==> config.mk <==
export PLATFORM = sky130hd
export DESIGN_NAME = fsync_gen
export DESIGN_NICKNAME = d
export VERILOG_FILES = /design/src/rtl/fsg_pkg.sv /design/src/rtl/fsg_mode_decode.sv /design/src/rtl/fsg_bit_counter.sv /design/src/rtl/fsg_slot_map.sv /design/src/rtl/fsync_gen.sv
export SDC_FILE = /design/constraint.sdc
export NUM_CORES = 1
export LEC_CHECK = 0
export ABC_AREA = 1
export BUFFER_PORTS_ARGS = -buffer_cell sky130_fd_sc_hd__buf_2
export CORE_ASPECT_RATIO = 0.5
export CORE_MARGIN = 2
export CORE_UTILIZATION = 56
export CTS_CLUSTER_DIAMETER = 200
export DETAILED_ROUTE_END_ITERATION = 16
export HOLD_SLACK_MARGIN = 0.15
export PLACE_DENSITY = 0.78
export SLEW_MARGIN = 5
export SYNTH_ARGS = -nofsm -noshare
export SYNTH_HDL_FRONTEND = slang
export SYNTH_SLANG_ARGS = --single-unit
==> constraint.sdc <==
create_clock -name clk -period 4.3 [get_ports clk]
set_clock_uncertainty 0.2 [all_clocks]
set_input_delay 0.86 -clock clk [delete_from_list [all_inputs] [get_ports clk]]
set_output_delay 0.86 -clock clk [all_outputs]
set_load 0.005 [all_outputs]
==> src/rtl/fsg_pkg.sv <==
package fsg_pkg;

  typedef enum logic [2:0] {
    MODE_T1_BASE = 3'd0,
    MODE_E1_BASE = 3'd1,
    MODE_HS_2M   = 3'd2,
    MODE_HS_4M   = 3'd3,
    MODE_HS_8M   = 3'd4,
    MODE_MUX_W4  = 3'd5,
    MODE_MUX_W2  = 3'd6,
    MODE_RSVD    = 3'd7
  } fsg_mode_e;

  typedef struct packed {
    fsg_mode_e mode;
    logic      t1;
    logic      ext_in;
  } fsg_cfg_t;

  // bits per 125 us frame for a mode
  function automatic int frame_bits(fsg_mode_e m, int slot_bits, int e1_slots, int t1_chans);
    case (m)
      MODE_T1_BASE:             return t1_chans * slot_bits + 1;
      MODE_E1_BASE, MODE_HS_2M: return e1_slots * slot_bits;
      MODE_HS_4M:               return 2 * e1_slots * slot_bits;
      default:                  return 4 * e1_slots * slot_bits;
    endcase
  endfunction

endpackage

==> src/rtl/fsg_mode_decode.sv <==
module fsg_mode_decode
  import fsg_pkg::*;
#(
  parameter int SLOT_BITS = 8,
  parameter int E1_SLOTS  = 32,
  parameter int T1_CHANS  = 24,
  parameter int CNT_W     = 10
) (
  input  fsg_mode_e          mode,
  output logic [CNT_W-1:0]   last_pos,
  output logic [CNT_W-1:0]   first_pos,
  output logic [1:0]         rate_k,
  output logic               hs
);

  always_comb begin
    last_pos = CNT_W'(frame_bits(mode, SLOT_BITS, E1_SLOTS, T1_CHANS) - 1);
    case (mode)
      MODE_T1_BASE, MODE_E1_BASE, MODE_HS_2M: rate_k = 2'd0;
      MODE_HS_4M:                             rate_k = 2'd1;
      default:                                rate_k = 2'd2;
    endcase
    case (mode)
      MODE_MUX_W4: first_pos = last_pos - CNT_W'(1);
      MODE_MUX_W2: first_pos = last_pos;
      default:     first_pos = '0;
    endcase
    hs = (mode != MODE_T1_BASE) && (mode != MODE_E1_BASE);
  end

endmodule

==> src/rtl/fsg_bit_counter.sv <==
module fsg_bit_counter
  import fsg_pkg::*;
#(
  parameter int SLOT_BITS = 8,
  parameter int E1_SLOTS  = 32,
  parameter int T1_CHANS  = 24,
  parameter int CNT_W     = 10
) (
  input  logic             clk,
  input  logic             rst,
  input  fsg_cfg_t         cfg_in,
  input  logic             ext_sync,
  input  logic [CNT_W-1:0] act_last,
  input  logic [CNT_W-1:0] act_first,
  input  logic             act_hs,
  output fsg_cfg_t         act_q,
  output logic [CNT_W-1:0] cnt_q,
  output logic             sync_q,
  output logic             err_q
);

  logic             ext_q;
  logic             in_mode;
  logic             lock;
  logic [CNT_W-1:0] cnt_d;
  fsg_cfg_t         act_d;
  logic             drive_d;
  logic [CNT_W-1:0] rst_last;

  always_comb begin
    rst_last = CNT_W'(frame_bits(cfg_in.mode, SLOT_BITS, E1_SLOTS, T1_CHANS) - 1);
    in_mode  = act_hs | act_q.ext_in;
    lock     = in_mode & ext_sync & ~ext_q;
    if (lock)
      cnt_d = (act_first == act_last) ? '0 : act_first + CNT_W'(1);
    else
      cnt_d = (cnt_q >= act_last) ? '0 : cnt_q + CNT_W'(1);
    act_d   = (cnt_d == '0) ? cfg_in : act_q;
    drive_d = (act_d.mode == MODE_T1_BASE || act_d.mode == MODE_E1_BASE) & ~act_d.ext_in;
  end

  always_ff @(posedge clk) begin
    if (rst) begin
      cnt_q  <= rst_last;
      act_q  <= cfg_in;
      sync_q <= 1'b0;
      err_q  <= 1'b0;
      ext_q  <= 1'b0;
    end else begin
      cnt_q  <= cnt_d;
      act_q  <= act_d;
      sync_q <= drive_d & (cnt_d == '0);
      err_q  <= lock & (cnt_q != act_first);
      ext_q  <= ext_sync;
    end
  end


  cnt_range_chk: assert property (@(posedge clk) disable iff (rst)
    cnt_q <= act_last);


  cnt_step_chk: assert property (@(posedge clk) disable iff (rst)
    (!lock && cnt_q != act_last) |=> cnt_q == $past(cnt_q) + CNT_W'(1));


  sync_width_chk: assert property (@(posedge clk) disable iff (rst)
    sync_q |=> !sync_q);


  in_mode_quiet_chk: assert property (@(posedge clk) disable iff (rst)
    (act_hs || act_q.ext_in) |-> !sync_q);


  err_pulse_chk: assert property (@(posedge clk) disable iff (rst)
    err_q |=> !err_q);


  cfg_hold_chk: assert property (@(posedge clk) disable iff (rst)
    (cnt_q != '0 && !$past(rst)) |-> $stable(act_q));

endmodule

==> src/rtl/fsg_slot_map.sv <==
module fsg_slot_map #(
  parameter int SLOT_BITS = 8,
  parameter int CNT_W     = 10,
  parameter int SLOT_W    = 5
) (
  input  logic [CNT_W-1:0]  pos,
  input  logic              t1_base,
  input  logic              hs,
  input  logic              t1_on_hs,
  input  logic [1:0]        rate_k,
  output logic [SLOT_W-1:0] slot,
  output logic [SLOT_W-1:0] chan,
  output logic              dc
);

  localparam int LB = $clog2(SLOT_BITS);

  logic [CNT_W-1:0] pos_m1;
  logic             skip_map;

  always_comb begin
    pos_m1   = pos - CNT_W'(1);
    skip_map = hs & t1_on_hs;
    if (t1_base) begin
      slot = (pos == '0) ? '0 : SLOT_W'(pos_m1 >> LB);
      dc   = (pos == '0);
    end else begin
      slot = SLOT_W'(pos >> (LB + int'(rate_k)));
      dc   = skip_map & (slot[1:0] == 2'b00);
    end
    if (dc)
      chan = '0;
    else if (skip_map)
      chan = slot - (slot >> 2) - SLOT_W'(1);
    else
      chan = slot;
  end

endmodule

==> src/rtl/fsync_gen.sv <==
module fsync_gen
  import fsg_pkg::*;
#(
  parameter int SLOT_BITS = 8,
  parameter int E1_SLOTS  = 32,
  parameter int T1_CHANS  = 24,
  localparam int MAX_LEN  = 4 * E1_SLOTS * SLOT_BITS,
  localparam int CNT_W    = $clog2(MAX_LEN),
  localparam int SLOT_W   = $clog2(E1_SLOTS)
) (
  input  logic              clk,
  input  logic              rst,
  input  logic [2:0]        cfg_mode,
  input  logic              cfg_t1,
  input  logic              cfg_sync_in,
  input  logic              ext_sync,
  output logic              sync_out,
  output logic              sync_err,
  output logic [CNT_W-1:0]  bit_cnt,
  output logic [SLOT_W-1:0] slot_cnt,
  output logic [SLOT_W-1:0] ds0_chan,
  output logic              dont_care
);

  fsg_cfg_t         cfg_in;
  fsg_cfg_t         act_cfg;
  logic [CNT_W-1:0] act_last;
  logic [CNT_W-1:0] act_first;
  logic [1:0]       act_k;
  logic             act_hs;

  assign cfg_in = '{mode: fsg_mode_e'(cfg_mode), t1: cfg_t1, ext_in: cfg_sync_in};

  fsg_mode_decode #(
    .SLOT_BITS(SLOT_BITS), .E1_SLOTS(E1_SLOTS), .T1_CHANS(T1_CHANS), .CNT_W(CNT_W)
  ) u_dec (
    .mode      (act_cfg.mode),
    .last_pos  (act_last),
    .first_pos (act_first),
    .rate_k    (act_k),
    .hs        (act_hs)
  );

  fsg_bit_counter #(
    .SLOT_BITS(SLOT_BITS), .E1_SLOTS(E1_SLOTS), .T1_CHANS(T1_CHANS), .CNT_W(CNT_W)
  ) u_cnt (
    .clk       (clk),
    .rst       (rst),
    .cfg_in    (cfg_in),
    .ext_sync  (ext_sync),
    .act_last  (act_last),
    .act_first (act_first),
    .act_hs    (act_hs),
    .act_q     (act_cfg),
    .cnt_q     (bit_cnt),
    .sync_q    (sync_out),
    .err_q     (sync_err)
  );

  fsg_slot_map #(
    .SLOT_BITS(SLOT_BITS), .CNT_W(CNT_W), .SLOT_W(SLOT_W)
  ) u_map (
    .pos      (bit_cnt),
    .t1_base  (act_cfg.mode == MODE_T1_BASE),
    .hs       (act_hs),
    .t1_on_hs (act_cfg.t1),
    .rate_k   (act_k),
    .slot     (slot_cnt),
    .chan     (ds0_chan),
    .dc       (dont_care)
  );


  ds0_range_chk: assert property (@(posedge clk) disable iff (rst)
    (act_hs && act_cfg.t1 && !dont_care) |-> ds0_chan < SLOT_W'(T1_CHANS));


  dc_chan_zero_chk: assert property (@(posedge clk) disable iff (rst)
    dont_care |-> ds0_chan == '0);

endmodule

==> metrics.cfg, run 1 <==
[grt]
antenna_found_initial=0
grt_pass1_wl_um=7734
grt_use_total_pct=26.03
grt_pass1_vias=1741
overflow=0
grt_max_degree=14

[cells_and_area]
n_fill_cell=305
antenna_cells=0
drive_above_1_share_pct=16.24
final_common_cell=nand2_1
fin_nets=339
final-seq-area_sq_um=371.6
multiInputGateArea_sq_um=1219
final_cell_mix=nand2_1, inv_1, buf_2
syn_to_final_growth_pct=12.46

[clock_tree]
cts-root-buf=clkbuf_8
clock-sinks=18
htree_levels=1
cts_tree=done
cts.clk_slew.worst_paths_ns=0.07
post_cts_buffers=0
clock_latency_ns=0.26
cts_inserted_buffers=3
ctsLongestPathBuffers=2

[logic_synthesis]
syn-num-nets=308
synth_area_leader_cell=dfxtp_1
synth_cell_types=40
synthFlopType=dfxtp_1
synth-edff-count=1
ys_warn_count=0
synth.area.top_cells=dfxtp_1, nand2_1, ha_1
synth_top_area_share_pct=18.93
syn_area_sq_um=1798
ys_seq_area_share_pct=20.60
syn_inst=284
ys_ff_latch=18
async_flop_share_pct=0
avgSynthCellArea_sq_um=6.331

[flow_run]
maxCapViolCount=0

[worst_setup_path]
critPathLaunchType=flip-flop
crit_chain=inv_1 -> ha_1 -> nand2_1 -> nor2_2 -> nand2_1 -> nand2_1 -> o22ai_2 -> ha_1 -> inv_1 -> fa_1 -> or2_2 -> nand4_1 -> o21ai_0 -> a21oi_1 -> buf_2
cp-end-kind=output port
cp_max_fo=5
path_common_cell=nand2_1
r2r_start=u_cnt.act_q[2]$_DFF_P_
worstSetupPathType=reg -> out
slowest_delay_ns=0.40
arrival_ns=3.10
crit_start=u_cnt.cnt_q[0]$_DFF_P_
cp.required_ns=3.24
crit_slowest_cell=dfxtp_1

[routing]
drtIter0Drc=153
final_antenna_net_count=0
routed_wl_um=4658
firstDrtPassIters=4
wl_per_cell_um=13.16
vias_per_cell=5.429
drc=0
vias=1922

[status]
status=finished, final reports clean

[floorplanning]
rows=14
chipWidth_um=84.14
die_h_um=44.07
design.die.area_sq_um=3707
core-area_sq_um=3030
num_io_pins=31
start_util_pct=59.33

[sta]
min_period_over_period_pct=96.82
setup_violations=0
rsz0062_at_grt=false
relSlewSlack_pct=70.09
finalHoldViolations=0
fin_setup_tns_ns=0
drv_slew=0
worst_slew_pin_slew_ns=0.4445
fin_crit_ns=4.163
fmax_mhz=240.2

[pwr]
p_per_area_nw_per_um2=492.2
p_total_mw=0.9952
ir_worst_vdd_uv=273.8
leakagePower_nw=1.077

[placement]
gp_congestion=0.8928
io_buffers=30
dp_hpwl_um=3687

[hold_path]
min-delay-start=u_cnt.act_q[0]$_DFF_P_
hp-class=reg -> reg

==> synthesized netlist by cell type (2+ instances only) <==
cell type  instances
inv_1             43
nor2_1            24
dfxtp_1           17
xor2_1             3
nand2_1           66
nor3b_1            2
nand2_2            2
a21oi_1           27
o211ai_1           2
o221ai_1           2
o21ai_1            3
a32oi_1            2
buf_6              2
nor2_2             2
nor4_1             2
nor3_1             9
nand3_1           20
nand2_4            3
o21ai_0           18
ha_1              15
==> worst paths after layout <==
| check | to | slack, ns | cells after the start |
|---|---|---|---|
| setup / recovery | ds0_chan[4] | 0.14 | 15 |
| hold / removal | u_cnt.act_q[0]$_DFF_P_ | 0.27 | 2 |
| setup reg to reg | u_cnt.act_q[1]$_DFFE_PP_ | 1.15 | 15 |
| hold reg to reg | u_cnt.act_q[0]$_DFF_P_ | 0.27 | 2 |
==> cell families (layout without fill, tap and decap cells) <==
group                      after synthesis  after routing  synth area share [%]
AOI/OAI and AO/OA                       60             60                 18.65
xor gates and xnor gates                 5              5                 2.854
adders and majority gates               16             16                 11.55
buffers and inverters                   50             80                 12.11
DFF                                     18             18                 20.60
and+or+nand+nor                        135            135                 34.24
==> routing by layer <==
metal	global-route usage, %	vias up	part of all wire (%)
li1	-	999	-
met1	35.99	849	49
met2	45.71	72	44
met3	2.799	2	6.8
met4	4.839	0	0.30
met5	0	-	0
==> metrics by stage <==
| step | worst slack (ns) | hold WS (ns) | std cells | area [sq um] | util [%] |
|---|---|---|---|---|---|
| floorplan | 0.7745 | 0.2477 | 284 | 1798 | - |
| global placement | 0.6004 | 0.2632 | 350 | 1957 | 64.57 |
| detailed placement | 0.4305 | 0.2651 | 350 | 1957 | 64.57 |
| CTS | 0.1427 | 0.2756 | 354 | 2012 | 66.39 |
| global route | 0.002487 | 0.3057 | 354 | 2022 | 66.72 |
| finish | 0.1368 | 0.2694 | 354 | 2022 | 66.72 |
==> repair_timing <==
| item | in CTS | in global routing |
|---|---|---|
| endpoints found under the setup margin | 0 | 1 |
| hold buffers | 0 | 0 |
| resized for setup | 0 | 4 |
==> worst max-delay path: cells and delay by family (launching register included) <==
family	cells	cell delay [ns]
adders and majority gates	3	0.81
AOI/OAI and AO/OA	3	0.48
and+or+nand+nor	6	0.84
DFF	1	0.40
buffers and inverters	3	0.33
==> sequential cells by signal, indices dropped and copies added (netlist names) <==
signal,flops
u_cnt.ext_q,1
u_cnt.err_q,1
u_cnt.cnt_q,10
u_cnt.act_q,5
u_cnt.sync_q,1
==> final cells by class <==
cell class | count | share of cell area (%)
flip-flops and latches | 18 | 18.38
inverters | 46 | 8.725
repair buffers | 30 | 7.426
multi-input cells | 216 | 60.27
clock buffers | 4 | 2.723
well taps | 40 | 2.475
==> power by group <==
part	switching, mW	internal (mW)	total (mW)	leakage [nW]
Clock	0.0591	0.0814	0.141	0.0288
Combinational	0.369	0.230	0.599	0.896
Sequential	0.0563	0.199	0.256	0.153
(Power assumes the default switching activity.)
==> run 2: changes to the inputs <==
- CELL_PAD_IN_SITES_DETAIL_PLACEMENT: unset -> 2
- CELL_PAD_IN_SITES_GLOBAL_PLACEMENT: unset -> 2
- CORE_UTILIZATION: 56 -> 32
- PLACE_DENSITY: 0.78 -> 0.83
- clock period: 4.3 -> 5.3 ns (I/O delays scaled with it)
==> run 2 against run 1 <==
  * Register-to-register slack improved by 0.84 ns
  * Worst hold slack improved by 0.0058 ns
  * Total power fell by 17%
  * Clock-buffer cell count did not move
  * Critical path depth did not move
  * Sequential cell count did not move
  * Routed wire length rose by 34%
==> metrics.cfg, run 2 (synthesis results as in run 1) <==
[hold_path]
hold_end=u_cnt.act_q[0]$_DFF_P_  ; unchanged
hp-class=reg -> reg  ; unchanged
whs_path_depth=2  ; unchanged
min-delay-start=u_cnt.act_q[0]$_DFF_P_  ; unchanged

[cells_and_area]
post-route-util_pct=37.72  ; was 66.72%
layout.cells.non_filler=387  ; was 354
syn_to_final_growth_pct=14.20  ; was 12.46%
final_cell_area_sq_um=2053  ; was 2022 sq um
final-seq-area_sq_um=370.4  ; was 371.6 sq um
largest_register_ffs=10  ; unchanged
n_fill_cell=702  ; was 305
largest-register=u_cnt.cnt_q  ; unchanged
reg_top3=u_cnt.cnt_q: 10 flops, u_cnt.act_q: 5 flops  ; unchanged
multiInputGateArea_sq_um=1210  ; was 1219 sq um
fin_nets=339  ; unchanged
final_cell_mix=nand2_1, inv_1, buf_2  ; unchanged
antenna_cells=0  ; unchanged
drive_above_1_share_pct=15.29  ; was 16.24%
final_common_cell=nand2_1  ; unchanged

[routing]
firstDrtPassIters=4  ; unchanged
routed_wl_um=6222  ; was 4658 um
drtIter0Drc=59  ; was 153
vias=1969  ; was 1,922
vias_per_cell=5.088  ; was 5.429
drc=0  ; unchanged
final_antenna_net_count=0  ; unchanged
wl_per_cell_um=16.08  ; was 13.16 um

[placement]
io_buffers=30  ; unchanged
place_ws_ns=1.081  ; was 0.4305 ns
gp_congestion=0.8243  ; was 0.8928
dp.cells=383  ; was 350
dpl-instance-area_sq_um=1998  ; was 1957 sq um
dp_hpwl_um=5140  ; was 3687 um

[sta]
fin_ws_ns=0.8219  ; was 0.1368 ns
fin_setup_tns_ns=0  ; unchanged
worst_slew_pin_slew_ns=0.4479  ; was 0.4445 ns
whs_ns=0.2752  ; was 0.2694 ns
drv_slew=0  ; unchanged
fin_crit_ns=4.478
fmax_mhz=223.3
setup_violations=0  ; unchanged
finalHoldViolations=0  ; unchanged
relSlewSlack_pct=69.83  ; was 70.09%
min_period_over_period_pct=84.49
rsz0062_at_grt=false  ; unchanged

[pwr]
leakagePower_nw=1.075  ; was 1.077 nW
ir_worst_vdd_uv=126.2  ; was 273.8 uV
p_seq_share_pct=25.3  ; was 25.7%
power.switching_mw=0.4159  ; was 0.4843 mW
p_total_mw=0.8282  ; was 0.9952 mW
p_int_mw=0.4123  ; was 0.5108 mW
power_frac_comb_pct=60.5  ; was 60.2%
switching_share_pct=50.22  ; was 48.67%
clkPwrFrac_pct=14.2  ; was 14.1%
p_per_area_nw_per_um2=403.3  ; was 492.2 nW/um^2

[worst_setup_path]
path_common_cell=nand2_1  ; unchanged
reg2regPathDepth=15  ; unchanged
r2r_start=u_cnt.act_q[2]$_DFF_P_  ; unchanged
crit_slowest_cell=dfxtp_1  ; unchanged
slowest_delay_ns=0.43  ; was 0.40 ns
worstSetupPathType=reg -> out  ; unchanged
rrSetupSlack_ns=1.99  ; was 1.15 ns
arrival_ns=3.22  ; was 3.10 ns
crit_chain=inv_1 -> ha_1 -> nand2_1 -> nor2_1 -> nand2_1 -> nand2_1 -> o22ai_1 -> ha_1 -> inv_1 -> fa_1 -> or2_2 -> nand4_1 -> o21ai_0 -> a21oi_1 -> buf_2  ; was inv_1 -> ha_1 -> nand2_1 -> nor2_2 -> nand2_1 -> nand2_1 -> o22ai_2 -> ha_1 -> inv_1 -> fa_1 -> or2_2 -> nand4_1 -> o21ai_0 -> a21oi_1 -> buf_2
r2r-end=u_cnt.act_q[1]$_DFFE_PP_  ; unchanged
cp-end-kind=output port  ; unchanged
cp_max_fo=5  ; unchanged
critPathLaunchType=flip-flop  ; unchanged
cp.required_ns=4.04  ; was 3.24 ns

[grt]
overflow=0  ; unchanged
antenna_found_initial=0  ; unchanged
grt_use_total_pct=21.14  ; was 26.03%
grt_pass1_wl_um=10400  ; was 7734 um
grt_max_degree=14  ; unchanged
grt_pass1_vias=2071  ; was 1,741

[clock_tree]
clock-sinks=18  ; unchanged
clock_latency_ns=0.26  ; about the same
htree_levels=1  ; unchanged
cts.clk_slew.worst_paths_ns=0.08  ; was 0.07 ns
post_cts_buffers=0  ; unchanged
cts_tree=done  ; unchanged
cts_inserted_buffers=3  ; unchanged
ctsLongestPathBuffers=2  ; unchanged
cts-root-buf=clkbuf_8  ; unchanged
ctsHoldBuffers=0  ; unchanged
cts_resized=0  ; unchanged

[floorplanning]
core-area_sq_um=5444  ; was 3030 sq um
rows=19  ; was 14
num_io_pins=31  ; unchanged
start_util_pct=33.03  ; was 59.33%
chipWidth_um=110.0  ; was 84.14 um
design.die.area_sq_um=6271  ; was 3707 sq um
die_h_um=57.01  ; was 44.07 um

[flow_run]
maxCapViolCount=0  ; unchanged

[status]
status=finished, final reports clean  ; unchanged

==> run 2: power groups by stage <==
stage | logic, mW | registers [mW] | clock network [mW]
after floorplan | 0.355 | 0.193 | 0
after global placement | 0.481 | 0.209 | 0
after detailed placement | 0.503 | 0.213 | 0
after CTS | 0.508 | 0.209 | 0.121
after global routing | 0.579 | 0.216 | 0.128
final | 0.501 | 0.209 | 0.118
==> run 2: critical path, delay by kind of cell (launching register included) <==
kind	cells	cell delay, ns
AO/OA/AOI/OAI	3	0.51
adder cells (fa/ha/maj)	3	0.84
buffers and inverters	3	0.35
flip-flops	1	0.43
AND/OR/NAND/NOR	6	0.83
==> run 2: how the worst max path moves through the flow <==
stage	from	end	cells past startpoint
floorplan	u_cnt.cnt_q[0]$_DFF_P_	ds0_chan[4]	14
global placement	u_cnt.cnt_q[0]$_DFF_P_	ds0_chan[4]	15
detailed placement	u_cnt.cnt_q[0]$_DFF_P_	ds0_chan[4]	15
CTS	u_cnt.cnt_q[0]$_DFF_P_	ds0_chan[4]	15
global route	u_cnt.cnt_q[0]$_DFF_P_	ds0_chan[4]	15
finish	u_cnt.cnt_q[0]$_DFF_P_	ds0_chan[4]	15
==> run 2: layout make-up <==
type | count | share of cell area, %
clock buffers | 4 | 2.681
inverters | 46 | 8.592
multi-input cells | 216 | 58.93
flip-flops and latches | 18 | 18.04
well taps | 73 | 4.449
repair buffers | 30 | 7.313
==> run 2: layer usage <==
metal  part of all wire [%]  GRT usage, %  up-vias
li1                       -             -      997
met1                     53         29.72      944
met2                     45         36.02       24
met3                    1.6         1.600        4
met4                   0.61         3.978        0
met5                      0             0        -
==> run 3: changes to the inputs <==
- ABC_AREA: 1 -> 0
- CORE_UTILIZATION: 32 -> 33
- PLACE_DENSITY: 0.83 -> 0.79
- clock period: 5.3 -> 4.2 ns (I/O delays scaled with it)
==> run 3 against run 2 <==
  * Clock-buffer cell count stayed put
  * Highest routed layer unchanged
  * Synthesized cell count is 9.5% lower
  * Total power grew to 3.0 times the previous value
  * Sequential share of layout area is 2.1 points lower
  * Critical path type unchanged
  * Design area is 13% higher
  * Sequential power is 42% higher
  * Sequential cell count stayed put
  * Largest cell class unchanged
  * Area after synthesis is 8.0% higher
  * Non-clock buffer count is 16 higher
  * Worst hold slack better by 0.20 ns
==> metrics.cfg, run 3 <==
[sta]
finalHoldViolations=0  ; unchanged
fin_setup_tns_ns=0  ; unchanged
rsz0062_at_grt=false  ; unchanged
min_period_over_period_pct=95.83
relSlewSlack_pct=52.88  ; was 69.83%
whs_ns=0.4706  ; was 0.2752 ns
fin_crit_ns=4.025
setup_violations=0  ; unchanged
worst_slew_pin_slew_ns=0.7014  ; was 0.4479 ns
fmax_mhz=248.5
drv_slew=0  ; unchanged

[logic_synthesis]
synth-edff-count=1  ; unchanged
synth.top_cells.by_count=nand2_1, nor2_1, a21oi_1, dfxtp_1, nand3_1  ; was nand2_1, inv_1, a21oi_1
ys_seq_area_share_pct=19.07  ; was 20.60%
synthFlopType=dfxtp_1  ; unchanged
async_flop_share_pct=0  ; unchanged
syn_inst=257  ; was 284
synth_top_area_share_pct=17.53  ; was 18.93%
synth_cell_types=51  ; was 40
ys_ff_latch=18  ; unchanged
synth.area.top_cells=dfxtp_1, ha_1, xnor2_1  ; was dfxtp_1, nand2_1, ha_1
ys_warn_count=0  ; unchanged
synth_area_leader_cell=dfxtp_1  ; unchanged
syn-num-nets=281  ; was 308
avgSynthCellArea_sq_um=7.556  ; was 6.331 sq um
syn_area_sq_um=1942  ; was 1798 sq um
yosysMostFrequentCell=nand2_1  ; unchanged

[placement]
dp_hpwl_um=5687  ; was 5140 um
dpl-instance-area_sq_um=2211  ; was 1998 sq um
io_buffers=30  ; unchanged
gp_congestion=0.8816  ; was 0.8243

[hold_path]
hp-class=reg -> reg  ; unchanged
min-delay-start=u_cnt.act_q[0]$_DFF_P_  ; unchanged

[worst_setup_path]
cp_max_fo=5  ; unchanged
cp.required_ns=3.16  ; was 4.04 ns
arrival_ns=2.98  ; was 3.22 ns
rrSetupSlack_ns=0.70  ; was 1.99 ns
cp-end-kind=output port  ; unchanged
critPathLaunchType=flip-flop  ; unchanged
r2r_start=u_cnt.act_q[3]$_DFF_P_  ; was u_cnt.act_q[2]$_DFF_P_
crit_start=u_cnt.cnt_q[0]$_DFF_P_  ; unchanged
worstSetupPathType=reg -> out  ; unchanged

[floorplanning]
num_io_pins=31  ; unchanged
chipWidth_um=112.5  ; was 110.0 um
rows=19  ; unchanged
core-area_sq_um=5587  ; was 5444 sq um
die_h_um=58.24  ; was 57.01 um
start_util_pct=34.76  ; was 33.03%
design.die.area_sq_um=6551  ; was 6271 sq um

[grt]
antenna_found_initial=0  ; unchanged
grt_pass1_vias=2231  ; was 2,071
grt_pass1_wl_um=11950  ; was 10,400 um
grt_use_total_pct=23.39  ; was 21.14%
overflow=0  ; unchanged
grt_max_degree=20  ; was 14

[status]
status=finished, final reports clean  ; unchanged

[clock_tree]
htree_levels=1  ; unchanged
clock_latency_ns=0.26  ; about the same
cts-root-buf=clkbuf_16  ; was clkbuf_8
ctsHoldBuffers=0  ; unchanged
cts_tree=done  ; unchanged
cts.clk_slew.worst_paths_ns=0.06  ; was 0.08 ns
cts_inserted_buffers=3  ; unchanged
clock-sinks=18  ; unchanged
ctsLongestPathBuffers=2  ; unchanged

[routing]
final_antenna_net_count=0  ; unchanged
vias_per_cell=5.705  ; was 5.088
drtIter0Drc=66  ; was 59
wl_per_cell_um=19.82  ; was 16.08 um
drc=0  ; unchanged
vias=2071  ; was 1,969
firstDrtPassIters=4  ; unchanged
routed_wl_um=7194  ; was 6222 um

[pwr]
leakagePower_nw=0.9789  ; was 1.075 nW
p_total_mw=2.513  ; was 0.8282 mW
p_int_mw=1.202  ; was 0.4123 mW
switching_share_pct=52.17  ; was 50.22%
ir_worst_vdd_uv=471.5  ; was 126.2 uV
p_seq_share_pct=11.8  ; was 25.3%
power.switching_mw=1.311  ; was 0.4159 mW
power_frac_comb_pct=79.4  ; was 60.5%
p_per_area_nw_per_um2=1083  ; was 403.3 nW/um^2
clkPwrFrac_pct=8.7  ; was 14.2%

[cells_and_area]
syn_to_final_growth_pct=19.52  ; was 14.20%
antenna_cells=0  ; unchanged
final_cell_area_sq_um=2321  ; was 2053 sq um
final_common_cell=buf_2  ; was nand2_1
drive_above_1_share_pct=22.07  ; was 15.29%
largest_register_ffs=10  ; unchanged
final_cell_mix=buf_2, nand2_1, nor2_1  ; was nand2_1, inv_1, buf_2
n_fill_cell=644  ; was 702
fin_nets=315  ; was 339
reg_top3=u_cnt.cnt_q: 10 flops, u_cnt.act_q: 5 flops  ; unchanged
largest-register=u_cnt.cnt_q  ; unchanged

[flow_run]
maxCapViolCount=0  ; unchanged

-- run 3: cell types whose count changed after synthesis, sizes merged, moves of 5 or more --
cell	before	now
a211oi	1	6
a21oi	27	18
buf	3	12
inv	45	12
mux2i	0	6
nand2	71	24
nand2b	0	5
nand3	22	16
nor2	26	19
nor2b	0	7
o21ai	21	12
or3	0	6
xnor2	1	12
-- run 3: final timing paths --
| kind | cells after the start | endpoint |
|---|---|---|
| setup / recovery | 13 | ds0_chan[2] |
| hold / removal | 3 | u_cnt.act_q[0]$_DFF_P_ |
| hold reg to reg | 3 | u_cnt.act_q[0]$_DFF_P_ |
| setup reg to reg | 11 | u_cnt.cnt_q[1]$_DFF_P_ |
-- run 3: area by class of cell --
class | instances | area (sq um) | share of cell area, %
Clock buffer | 4 | 88.84 | 3.827
Inverter | 12 | 45.04 | 1.941
Multi-Input combinational cell | 210 | 1455 | 62.70
Sequential cell | 18 | 370.4 | 15.96
Tap cell | 73 | 91.34 | 3.935
Timing Repair Buffer | 46 | 270.3 | 11.64
-- run 3: power by group through the flow --
stage	clock (mW)	sequential, mW	combinational, mW
5_1_grt	0.227	0.306	2.23
3_3_place_gp	0	0.294	1.84
4_1_cts	0.222	0.299	1.98
6_report	0.219	0.297	2.00
3_5_place_dp	0	0.300	1.95
2_1_floorplan	0	0.312	1.28
-- run 3: critical path, cell delays in order, from the launching register on --
cell      delay (ns)
dfxtp_1         0.36
inv_1           0.10
ha_1            0.20
nand2b_1        0.10
and3b_2         0.25
or3_1           0.36
o21ai_2         0.10
ha_2            0.21
inv_1           0.05
fa_2            0.35
xor2_1          0.17
mux2_2          0.27
nor2_1          0.08
buf_2           0.12
-- run 3: kinds of logic after synthesis --
group | count (synthesis) | share of synthesized area, %
muxes | 7 | 3.673
and+or+nand+nor | 104 | 27.90
AOI/OAI and AO/OA | 63 | 22.94
buffers and inverters | 29 | 6.701
DFF | 18 | 19.07
adders and majority gates | 16 | 10.70
xor gates and xnor gates | 20 | 9.021
-- run 3: repair_timing --
| item | 4_1_cts | 5_1_grt |
|---|---|---|
| setup endpoints to repair | 0 | 2 |
| endpoints found under the hold margin | 0 | 0 |
| buffers inserted | 0 | 1 |
| gates resized for setup | 0 | 7 |
-- run 3: per-layer routing --
layer	vias up	GRT usage [%]	wire [um]
li1	992	-	-
met1	1029	29.35	3368
met2	43	44.23	3516
met3	7	2.406	227
met4	0	5.226	82
met5	-	0	0
-- run 3: stage by stage --
stage | instances | setup slack [ns] | utilization (%)
final | 363 | 0.1753 | 41.55
after global routing | 363 | 0.02802 | 41.55
after CTS | 362 | 0.01583 | 41.16
after detailed placement | 358 | 0.3016 | 39.57
after global placement | 358 | 0.5044 | 39.57
after floorplan | 257 | 0.4824 | -
